==> src/rtl/evt_irq_pkg.sv <==
package evt_irq_pkg;
  localparam int unsigned EW = 32;
  localparam int unsigned AW = 3;
  localparam int unsigned NUM_ENG = 2;

  localparam logic [EW-1:0] IMPL_BITS   = 32'h7FFF_7FF7;
  localparam logic [EW-1:0] EXT_EV_BITS = 32'h78FF_7FF7;
  localparam logic [EW-1:0] ENG0_ERR    = 32'h1800_0EE6;
  localparam logic [EW-1:0] ENG1_ERR    = 32'h60EE_6000;
  localparam logic [EW-1:0] RST_VALID   = 32'h0F73_F3F7;

  localparam int unsigned RST_ACK_POS  = 24;
  localparam int unsigned HALT_ACK_POS = 25;

  typedef enum logic [AW-1:0] {
    SEL_STATUS = 3'd0,
    SEL_MASK   = 3'd1,
    SEL_CLEAR  = 3'd2,
    SEL_COMMIT = 3'd3,
    SEL_HALT   = 3'd4,
    SEL_RESET  = 3'd5
  } reg_sel_e;
endpackage

==> src/rtl/evt_ack_timer.sv <==
module evt_ack_timer #(
  parameter int unsigned LAT = 5
) (
  input  logic clk,
  input  logic rst_n,
  input  logic start_i,
  output logic busy_o,
  output logic done_o
);
  localparam int unsigned CW = (LAT < 2) ? 1 : $clog2(LAT + 1);

  logic [CW-1:0] cnt_q, cnt_d;
  logic          busy_q, busy_d;
  logic          en;

  always_comb begin
    busy_d = busy_q;
    cnt_d  = cnt_q;
    if (busy_q) begin
      if (cnt_q == '0) busy_d = 1'b0;
      else             cnt_d  = cnt_q - 1'b1;
    end else if (start_i) begin
      busy_d = 1'b1;
      cnt_d  = CW'(LAT - 1);
    end
  end

  assign en = busy_q | start_i;

  always_ff @(posedge clk or negedge rst_n) begin
    if (!rst_n) begin
      busy_q <= 1'b0;
      cnt_q  <= '0;
    end else if (en) begin
      busy_q <= busy_d;
      cnt_q  <= cnt_d;
    end
  end

  assign busy_o = busy_q;
  assign done_o = busy_q && (cnt_q == '0);

  // a pending request keeps counting down and cannot be restarted
  a_r6_countdown_holds: assert property (@(posedge clk) disable iff (!rst_n)
    (busy_q && cnt_q != '0) |=> (busy_q && cnt_q == CW'($past(cnt_q) - 1'b1)));

  // each request produces exactly one completion
  a_r5_single_done: assert property (@(posedge clk) disable iff (!rst_n)
    done_o |=> !busy_q);
endmodule

==> src/rtl/evt_status_bank.sv <==
module evt_status_bank
  import evt_irq_pkg::*;
(
  input  logic          clk,
  input  logic          rst_n,
  input  logic [EW-1:0] set_i,
  input  logic          stage_we_i,
  input  logic [EW-1:0] stage_data_i,
  input  logic          commit_i,
  output logic [EW-1:0] status_o
);
  logic [EW-1:0] status_q, status_d;
  logic [EW-1:0] stage_q, stage_d;
  logic [EW-1:0] drop;
  logic [EW-1:0] set_m;
  logic          stage_en;

  assign set_m = set_i & IMPL_BITS;
  assign drop  = commit_i ? stage_q : '0;

  always_comb begin
    status_d = (status_q & ~drop) | set_m;
  end

  always_comb begin
    stage_d = stage_q;
    if (commit_i)   stage_d = '0;
    if (stage_we_i) stage_d = stage_data_i & IMPL_BITS;
  end

  assign stage_en = commit_i | stage_we_i;

  always_ff @(posedge clk or negedge rst_n) begin
    if (!rst_n) status_q <= '0;
    else        status_q <= status_d;
  end

  always_ff @(posedge clk or negedge rst_n) begin
    if (!rst_n)        stage_q <= '0;
    else if (stage_en) stage_q <= stage_d;
  end

  assign status_o = status_q;

  // an arriving event is always present after the edge
  a_r4_event_wins: assert property (@(posedge clk) disable iff (!rst_n)
    1'b1 |=> ((status_q & $past(set_m)) == $past(set_m)));

  // without a commit no status bit falls
  a_r3_no_drop_without_commit: assert property (@(posedge clk) disable iff (!rst_n)
    !commit_i |=> ((status_q & $past(status_q)) == $past(status_q)));
endmodule

==> src/rtl/evt_irq_ctl.sv <==
module evt_irq_ctl
  import evt_irq_pkg::*;
#(
  parameter int unsigned HALT_LAT = 5,
  parameter int unsigned RST_LAT  = 8
) (
  input  logic          clk,
  input  logic          rst_n,
  input  logic          reg_we_i,
  input  logic [AW-1:0] reg_addr_i,
  input  logic [EW-1:0] reg_wdata_i,
  output logic [EW-1:0] reg_rdata_o,
  input  logic [EW-1:0] event_i,
  output logic          irq_o,
  output logic [1:0]    err_o,
  output logic [NUM_ENG-1:0] halt_stb_o,
  output logic [EW-1:0] reset_stb_o
);
  logic wr_mask, wr_clear, wr_commit, wr_halt, wr_reset;
  logic [EW-1:0] mask_q;
  logic [EW-1:0] status;
  logic [EW-1:0] ack_set, set_vec;
  logic [NUM_ENG-1:0] halt_req, halt_busy, halt_done;
  logic [NUM_ENG-1:0] halt_stb_q, halt_stb_d;
  logic [EW-1:0] rst_bits, reset_stb_q, reset_stb_d;
  logic rst_req, rst_busy, rst_done;

  assign wr_mask   = reg_we_i && (reg_addr_i == SEL_MASK);
  assign wr_clear  = reg_we_i && (reg_addr_i == SEL_CLEAR);
  assign wr_commit = reg_we_i && (reg_addr_i == SEL_COMMIT) && reg_wdata_i[0];
  assign wr_halt   = reg_we_i && (reg_addr_i == SEL_HALT);
  assign wr_reset  = reg_we_i && (reg_addr_i == SEL_RESET);

  always_ff @(posedge clk or negedge rst_n) begin
    if (!rst_n)       mask_q <= '0;
    else if (wr_mask) mask_q <= reg_wdata_i & IMPL_BITS;
  end

  genvar g;
  for (g = 0; g < NUM_ENG; g++) begin : g_halt
    assign halt_req[g]   = wr_halt && reg_wdata_i[g];
    assign halt_stb_d[g] = halt_req[g] && !halt_busy[g];
    evt_ack_timer #(.LAT(HALT_LAT)) u_halt_tmr (
      .clk    (clk),
      .rst_n  (rst_n),
      .start_i(halt_req[g]),
      .busy_o (halt_busy[g]),
      .done_o (halt_done[g])
    );
  end

  assign rst_bits    = reg_wdata_i & RST_VALID;
  assign rst_req     = wr_reset && (rst_bits != '0);
  assign reset_stb_d = (rst_req && !rst_busy) ? rst_bits : '0;

  evt_ack_timer #(.LAT(RST_LAT)) u_rst_tmr (
    .clk    (clk),
    .rst_n  (rst_n),
    .start_i(rst_req),
    .busy_o (rst_busy),
    .done_o (rst_done)
  );

  always_ff @(posedge clk or negedge rst_n) begin
    if (!rst_n) begin
      halt_stb_q  <= '0;
      reset_stb_q <= '0;
    end else begin
      halt_stb_q  <= halt_stb_d;
      reset_stb_q <= reset_stb_d;
    end
  end

  always_comb begin
    ack_set = '0;
    ack_set[RST_ACK_POS] = rst_done;
    for (int m = 0; m < NUM_ENG; m++) ack_set[HALT_ACK_POS + m] = halt_done[m];
  end

  assign set_vec = (event_i & EXT_EV_BITS) | ack_set;

  evt_status_bank u_bank (
    .clk         (clk),
    .rst_n       (rst_n),
    .set_i       (set_vec),
    .stage_we_i  (wr_clear),
    .stage_data_i(reg_wdata_i),
    .commit_i    (wr_commit),
    .status_o    (status)
  );

  always_comb begin
    case (reg_addr_i)
      SEL_STATUS: reg_rdata_o = status;
      SEL_MASK:   reg_rdata_o = mask_q;
      default:    reg_rdata_o = '0;
    endcase
  end

  assign irq_o       = |(status & mask_q);
  assign err_o[0]    = |(status & ENG0_ERR);
  assign err_o[1]    = |(status & ENG1_ERR);
  assign halt_stb_o  = halt_stb_q;
  assign reset_stb_o = reset_stb_q;

  // a halt strobe is never followed by a second one on the same engine
  a_r6_halt_no_back_to_back: assert property (@(posedge clk) disable iff (!rst_n)
    (|halt_stb_o) |=> ((halt_stb_o & $past(halt_stb_o)) == '0));

  // a reset strobe is a single-cycle pulse
  a_r7_reset_pulse: assert property (@(posedge clk) disable iff (!rst_n)
    (|reset_stb_o) |=> (reset_stb_o == '0));

  // with nothing masked in, the line stays low
  a_r2_quiet_when_masked: assert property (@(posedge clk) disable iff (!rst_n)
    (mask_q == '0) |-> !irq_o);

  // reset acknowledge appears only when the reset timer completes
  a_r7_ack_from_timer: assert property (@(posedge clk) disable iff (!rst_n)
    $rose(status[RST_ACK_POS]) |-> $past(rst_done));
endmodule

==> config.mk <==
export PLATFORM = sky130hd
export DESIGN_NAME = evt_irq_ctl
export DESIGN_NICKNAME = d
export VERILOG_FILES = /design/src/rtl/evt_irq_pkg.sv /design/src/rtl/evt_ack_timer.sv /design/src/rtl/evt_status_bank.sv /design/src/rtl/evt_irq_ctl.sv
export SDC_FILE = /design/constraint.sdc
export NUM_CORES = 1
export LEC_CHECK = 0
export BUFFER_PORTS_ARGS = -buffer_cell sky130_fd_sc_hd__buf_2
export CAP_MARGIN = 10
export CORE_ASPECT_RATIO = 1.75
export CORE_UTILIZATION = 35
export CTS_BUF_LIST = sky130_fd_sc_hd__clkbuf_16
export DETAILED_ROUTE_END_ITERATION = 8
export HOLD_SLACK_MARGIN = 0.03
export PLACE_DENSITY = 0.65
export SLEW_MARGIN = 20
export SYNTH_ARGS = -nofsm -noshare
export SYNTH_HDL_FRONTEND = slang
export SYNTH_SLANG_ARGS = --single-unit
==> constraint.sdc <==
create_clock -name clk -period 2.4 [get_ports clk]
set_input_delay 0 -clock clk [delete_from_list [all_inputs] [get_ports clk]]
set_output_delay 0 -clock clk [all_outputs]
set_load 0.02 [all_outputs]
==> qor.yml, run 1 <==
floorplan:
  die_area_mm2: 0.0160
  dieHeight_um: 167
  core_area_mm2: 0.0150
  initial_core_util: 0.363
  row_count: 59
  dieWidth_um: 96.2
  pin_count: 139
placement:
  dpl_cell_area_mm2: 0.00616
  place_inst: 777
  gp_congestion: 0.808
  hpwl_um: 10800
  numPortBuffers: 117
  dpl_worst_slack_ps: 679
power:
  leakage_nw: 3.39
  sw_frac_of_total: 0.272
  seq_power_share: 0.425
  internal-power_mw: 4.63
  p_sw_mw: 1.73
  clockPowerShare: 0.406
  ir_drop_uv: 479
  combPwrFrac: 0.169
  power_density_mw_per_mm2: 867
  fin_total_pwr_mw: 6.37
yosys:
  synth_edf_count: 0
  ys_seq_area_frac: 0.571
  yosys_warnings: 0
  avgSynthCellArea_um2: 11.0
  ys_types: 42
  synth.largest_area_cell: "dfrtp_1"
  async_reset_ff_frac: 1.00
  synthCells: 493
  yosys_register_bits: 124
  syn_area_mm2: 0.00543
  synth_top_area_share: 0.571
  netlist_top_cells_area: "dfrtp_1 (57%), nand2_1 (6.8%), mux2_2 (6.0%)"
  ys.flop_type: "dfrtp_1"
timing:
  finalSetupViolCount: 0
  fin_skew_ps: 11.0
  worst_pin_slew_ps: 784
  grt_setup_unrepaired: "no"
  min_period_ps: 2010
  relSlewSlack: 0.476
  tns_ps: 0
  timing.fmax_ghz: 0.498
  period_share: 0.837
  fin_ws_ps: 391
  hold_viol_final: 0
  drv_slew: 0
critical_path:
  worst_ep_required_time_ps: 2400
  arrival_ps: 2010
  critPathMaxFanout: 3
  slowest_stage: "a222oi_1"
  cp-start-kind: "flop"
  slowest_delay_ps: 530
  crit_type: "flop to primary output"
  path_cells: "a222oi_1 -> nand3_1 -> nor2_1 -> nand4_1 -> buf_2"
  crit_buf_inv: 1
  cp_top_family: "compound AO/OA/AOI/OAI gates"
  endpoint_kind: "primary output"
clock_tree:
  postCtsHoldBufs: 59
  cts_max_path_buffers: 2
  post_cts_buffers: 0
  clk_pin_slew_worst_paths_ps: 60
  cts_resized: 0
  numClockSinks: 124
  cts_tree: "yes"
  insertion_delay_ps: 420
  cts_htree_levels: 4
  numCtsBuffers: 17
  cts_root_buffer: "clkbuf_16"
drt:
  vias_per_cell: 5.24
  routed_wl_um: 15800
  drc: 0
  drtIter0Drc: 291
  drtPass1Iterations: 5
  wl_per_cell_um: 18.3
  ant_nets: 0
  vias: 4542
global_routing:
  grt_max_degree: 59
  overflow: 0
  antenna_found_initial: 0
  grt.total_usage: 0.205
  grt_pass1_vias: 4585
  grt_pass1_wl_um: 24200
cells_and_area:
  antenna_cells: 0
  finalNonFillerCells: 866
  seq_area_mm2: 0.00310
  multiInputGateArea_mm2: 0.00212
  n_fill_cell: 1377
  syn_to_final_growth_pct: 35.1
  nets: 748
  drive_gt1_frac: 0.275
  design_area_mm2: 0.00734
flow_run:
  maxCapViolCount: 0
worst_hold_path:
  hp-class: "primary input to async pin"
run_status:
  status: "completed"
## cell usage after synthesis (all sizes together), types with 3 or more instances
cell,n
clkbuf,10
dfrtp,124
a22oi,8
and2,22
inv,11
nand3,3
ha,6
nand2,99
nand4,4
mux2,29
nor3,5
a21o,28
o21ai,33
a221oi,4
buf,28
a22o,31
nor4,10
nor2,9
## cells in the final DEF, fill, tap and decap left out, drive strengths merged, types with 13 or more instances in the layout
| cell | instances |
|---|---|
| clkbuf | 17 |
| and2 | 22 |
| buf | 127 |
| inv | 13 |
| dfrtp | 124 |
| dlygate4sd3 | 59 |
| a22o | 31 |
| mux2 | 29 |
| o21ai | 33 |
| nand2 | 99 |
| a21o | 28 |
| conb | 13 |
## worst reg2reg max path, cell delays in order (launching register included)
cell and delay [ps]:
dfrtp_1 420, inv_1 130, ha_1 180, and4bb_2 310, nor2_1 60, a211oi_1 300
a221oi_1 80
## final timing paths
kind	startpoint	endpoint	slack, ps	cells after the start
worst max-delay path	u_bank.status_o[26]$_DFF_PN0_	irq_o	390	5
worst min-delay path	rst_n	reset_stb_o[26]$_DFF_PN0_	40	2
worst max register to register	u_rst_tmr.cnt_q[1]$_DFFE_PN0P_	u_rst_tmr.cnt_q[1]$_DFFE_PN0P_	790	6
worst min register to register	g_halt[0].u_halt_tmr.cnt_q[0]$_DFFE_PN0P_	g_halt[0].u_halt_tmr.cnt_q[0]$_DFFE_PN0P_	490	1
max in group asynchronous	rst_n	u_bank.status_o[11]$_DFF_PN0_	1670	3
min in group clk	reg_addr_i[0]	u_rst_tmr.busy_o$_DFFE_PN0P_	120	4
## registers in the layout, indices dropped and copies added, names as in the netlist
| name | flops |
|---|---|
| g_halt.u_halt_tmr.busy_o | 2 |
| mask_q | 29 |
| g_halt.u_halt_tmr.cnt_q | 6 |
| u_bank.stage_q | 29 |
| reset_stb_o | 22 |
| u_rst_tmr.busy_o | 1 |
| u_bank.status_o | 29 |
| u_rst_tmr.cnt_q | 4 |
| halt_stb_o | 2 |
## area by class of cell
class,instances,share of cell area
well taps,183,0.0312
repair buffers,186,0.173
clock inverters,13,0.0217
flip-flops and latches,124,0.423
multi-input cells,332,0.288
inverters,11,0.00563
clock buffers,17,0.0580
## through the flow
step / hold slack [ps] / utilization
2_1_floorplan: -296 / -
3_3_place_gp: -71.9 / 0.411
3_5_place_dp: -62.7 / 0.411
4_1_cts: 43.7 / 0.490
5_1_grt: 65.3 / 0.490
6_report: 37.4 / 0.490
## logic make-up after synthesis
kind of cell | count (synthesis) | share of synthesized area
flops | 124 | 0.571
buf+inv | 49 | 0.0507
compound gates | 118 | 0.157
other cells | 1 | 0.000690
mux | 30 | 0.0619
xor+xnor | 1 | 0.00161
fa+ha+maj | 6 | 0.0138
simple gates | 164 | 0.143
## power by group through the flow
| stage | Combinational (mW) | Sequential [mW] | Clock [mW] |
|---|---|---|---|
| finish | 1.07 | 2.70 | 2.59 |
| global route | 1.19 | 2.74 | 2.70 |
| CTS | 1.08 | 2.69 | 2.62 |
| detailed placement | 1.00 | 2.73 | 0 |
| global placement | 0.933 | 2.70 | 0 |
| floorplan | 0.722 | 2.63 | 0 |
## metal layers
layer  vias to the layer above  GRT usage  wire [um]
met2                       177      0.363       8570
met3                        32     0.0429        757
met1                      2269      0.228       5990
met4                         0     0.0934        495
met5                         -          0          0
li1                       2064          -          -
No activity file was read; power rests on OpenSTA's default activity.
==> run 2, diff against run 1 <==
==> constraint.sdc (replaced) <==
create_clock -name clk -period 2 [get_ports clk]
set_input_delay 0 -clock clk [delete_from_list [all_inputs] [get_ports clk]]
set_output_delay 0 -clock clk [all_outputs]
set_load 0.02 [all_outputs]
==> qor.yml, run 2 (same netlist as run 1, synthesis figures left out) <==
run_status:
  status: "completed"
drt:
  drtIter0Drc: 277
  ant_nets: 0
  vias: 4519
  vias_per_cell: 5.21
  routed_wl_um: 15400
  drc: 0
  drtPass1Iterations: 5
  wl_per_cell_um: 17.8
clock_tree:
  cts_htree_levels: 4
  clk_pin_slew_worst_paths_ps: 50
  post_cts_buffers: 0
  insertion_delay_ps: 410
  numCtsBuffers: 17
  cts_tree: "yes"
  cts_max_path_buffers: 2
  cts_root_buffer: "clkbuf_16"
  numClockSinks: 124
timing:
  period_share: 0.922
  min_period_ps: 1840
  timing.fmax_ghz: 0.542
  fin_skew_ps: 4.76
  worst_pin_slew_ps: 622
  drv_slew: 0
  tns_ps: 0
  grt_setup_unrepaired: "no"
  hold_viol_final: 0
  finalSetupViolCount: 0
  relSlewSlack: 0.584
flow_run:
  maxCapViolCount: 0
critical_path:
  crit_type: "flop to primary output"
  slowest_stage: "dfrtp_1"
  cp-start-kind: "flop"
  slowest_delay_ps: 420
  endpoint_kind: "primary output"
  path_cells: "a22oi_1 -> nand2_1 -> a221oi_2 -> nand4_1 -> buf_2"
  critPathMaxFanout: 4
  arrival_ps: 1840
  worst_ep_required_time_ps: 2000
floorplan:
  dieWidth_um: 96.2
  dieHeight_um: 167
  row_count: 59
  core_area_mm2: 0.0150
  die_area_mm2: 0.0160
  initial_core_util: 0.363
  pin_count: 139
cells_and_area:
  fin_util: 0.494
  multiInputGateArea_mm2: 0.00212
  most-common-layout-cells: "dfrtp_1 (124), buf_2 (116), nand2_1 (99)"
  design_area_mm2: 0.00740
  finalNonFillerCells: 868
  nets: 748
  mostFrequentLayoutCell: "dfrtp_1"
  syn_to_final_growth_pct: 36.1
  antenna_cells: 0
  drive_gt1_frac: 0.288
  seq_area_mm2: 0.00310
  n_fill_cell: 1363
global_routing:
  grt.total_usage: 0.204
  grt_max_degree: 59
  grt_pass1_vias: 4609
  overflow: 0
  antenna_found_initial: 0
  grt_pass1_wl_um: 24300
placement:
  numPortBuffers: 117
  gp_congestion: 0.808
  dpl_cell_area_mm2: 0.00618
  place_inst: 778
  hpwl_um: 10600
worst_hold_path:
  hp-class: "primary input to flop"
power:
  power_density_mw_per_mm2: 1050
  leakage_nw: 3.40
  fin_total_pwr_mw: 7.75
  ir_drop_uv: 444
-- run 2: cell types whose count changed in the layout (fill, tap and decap cells not counted) --
cell | before | now
buf_12 | 1 | 2
dlygate4sd3_1 | 59 | 58
clkinv_2 | 4 | 3
a221oi_2 | 0 | 1
clkinv_4 | 0 | 3
clkinvlp_4 | 0 | 5
inv_1 | 13 | 11
a221oi_1 | 4 | 3
clkinv_1 | 3 | 0
-- run 2: final timing paths --
path                            cells after the start                                        end                                 startpoint  slack [ps]
worst max-delay path                                5                                      irq_o              u_bank.status_o[22]$_DFF_PN0_         160
worst min-delay path                                3             u_rst_tmr.cnt_q[1]$_DFFE_PN0P_                              reg_addr_i[0]          70
worst max register to register                      6             u_rst_tmr.cnt_q[0]$_DFFE_PN0P_             u_rst_tmr.cnt_q[1]$_DFFE_PN0P_         470
worst min register to register                      1  g_halt[0].u_halt_tmr.cnt_q[0]$_DFFE_PN0P_  g_halt[0].u_halt_tmr.cnt_q[0]$_DFFE_PN0P_         480
max in group asynchronous                           3             u_bank.stage_q[13]$_DFFE_PN0P_                                      rst_n        1220
min in group asynchronous                           2                    halt_stb_o[0]$_DFF_PN0_                                      rst_n         120
-- run 2: metrics by stage --
| stage | hold slack [ps] | setup slack [ps] |
|---|---|---|
| after floorplan | -296 | 656 |
| after global placement | 10.4 | 447 |
| after detailed placement | 24.1 | 437 |
| after CTS | 47.4 | 133 |
| after global routing | 81.9 | 30.7 |
| final | 65.0 | 155 |
-- run 2: cell type report --
cell class / instances / share of cell area
clock buffers: 17 / 0.0575
repair buffers: 186 / 0.173
inverters: 11 / 0.00558
multi-input cells: 332 / 0.287
well taps: 183 / 0.0310
clock inverters: 15 / 0.0269
flip-flops and latches: 124 / 0.420
-- run 2: worst max-delay path, delay by kind of cell (launching register included) --
kind / cells / cell delay [ps]
buffers and inverters: 1 / 200
DFF: 1 / 420
and+or+nand+nor: 2 / 270
AOI/OAI and AO/OA: 2 / 540
-- run 2: power by group --
group,switching [mW],internal [mW]
combinational,0.670,0.623
clock,1.13,2.08
sequential,0.332,2.91
total,2.14,5.61
-- run 2: timing repair --
action	4_1_cts	5_1_grt
hold buffers	58	0
hold endpoints to repair	190	0
endpoints found under the setup margin	1	0
gates resized for setup	1	0
-- run 2: metal layers --
metal	global-route usage	share of wire	up-vias
met5	0	0	-
met4	0.119	0.048	0
met3	0.0402	0.051	44
met2	0.340	0.51	206
met1	0.238	0.39	2204
li1	-	-	2065
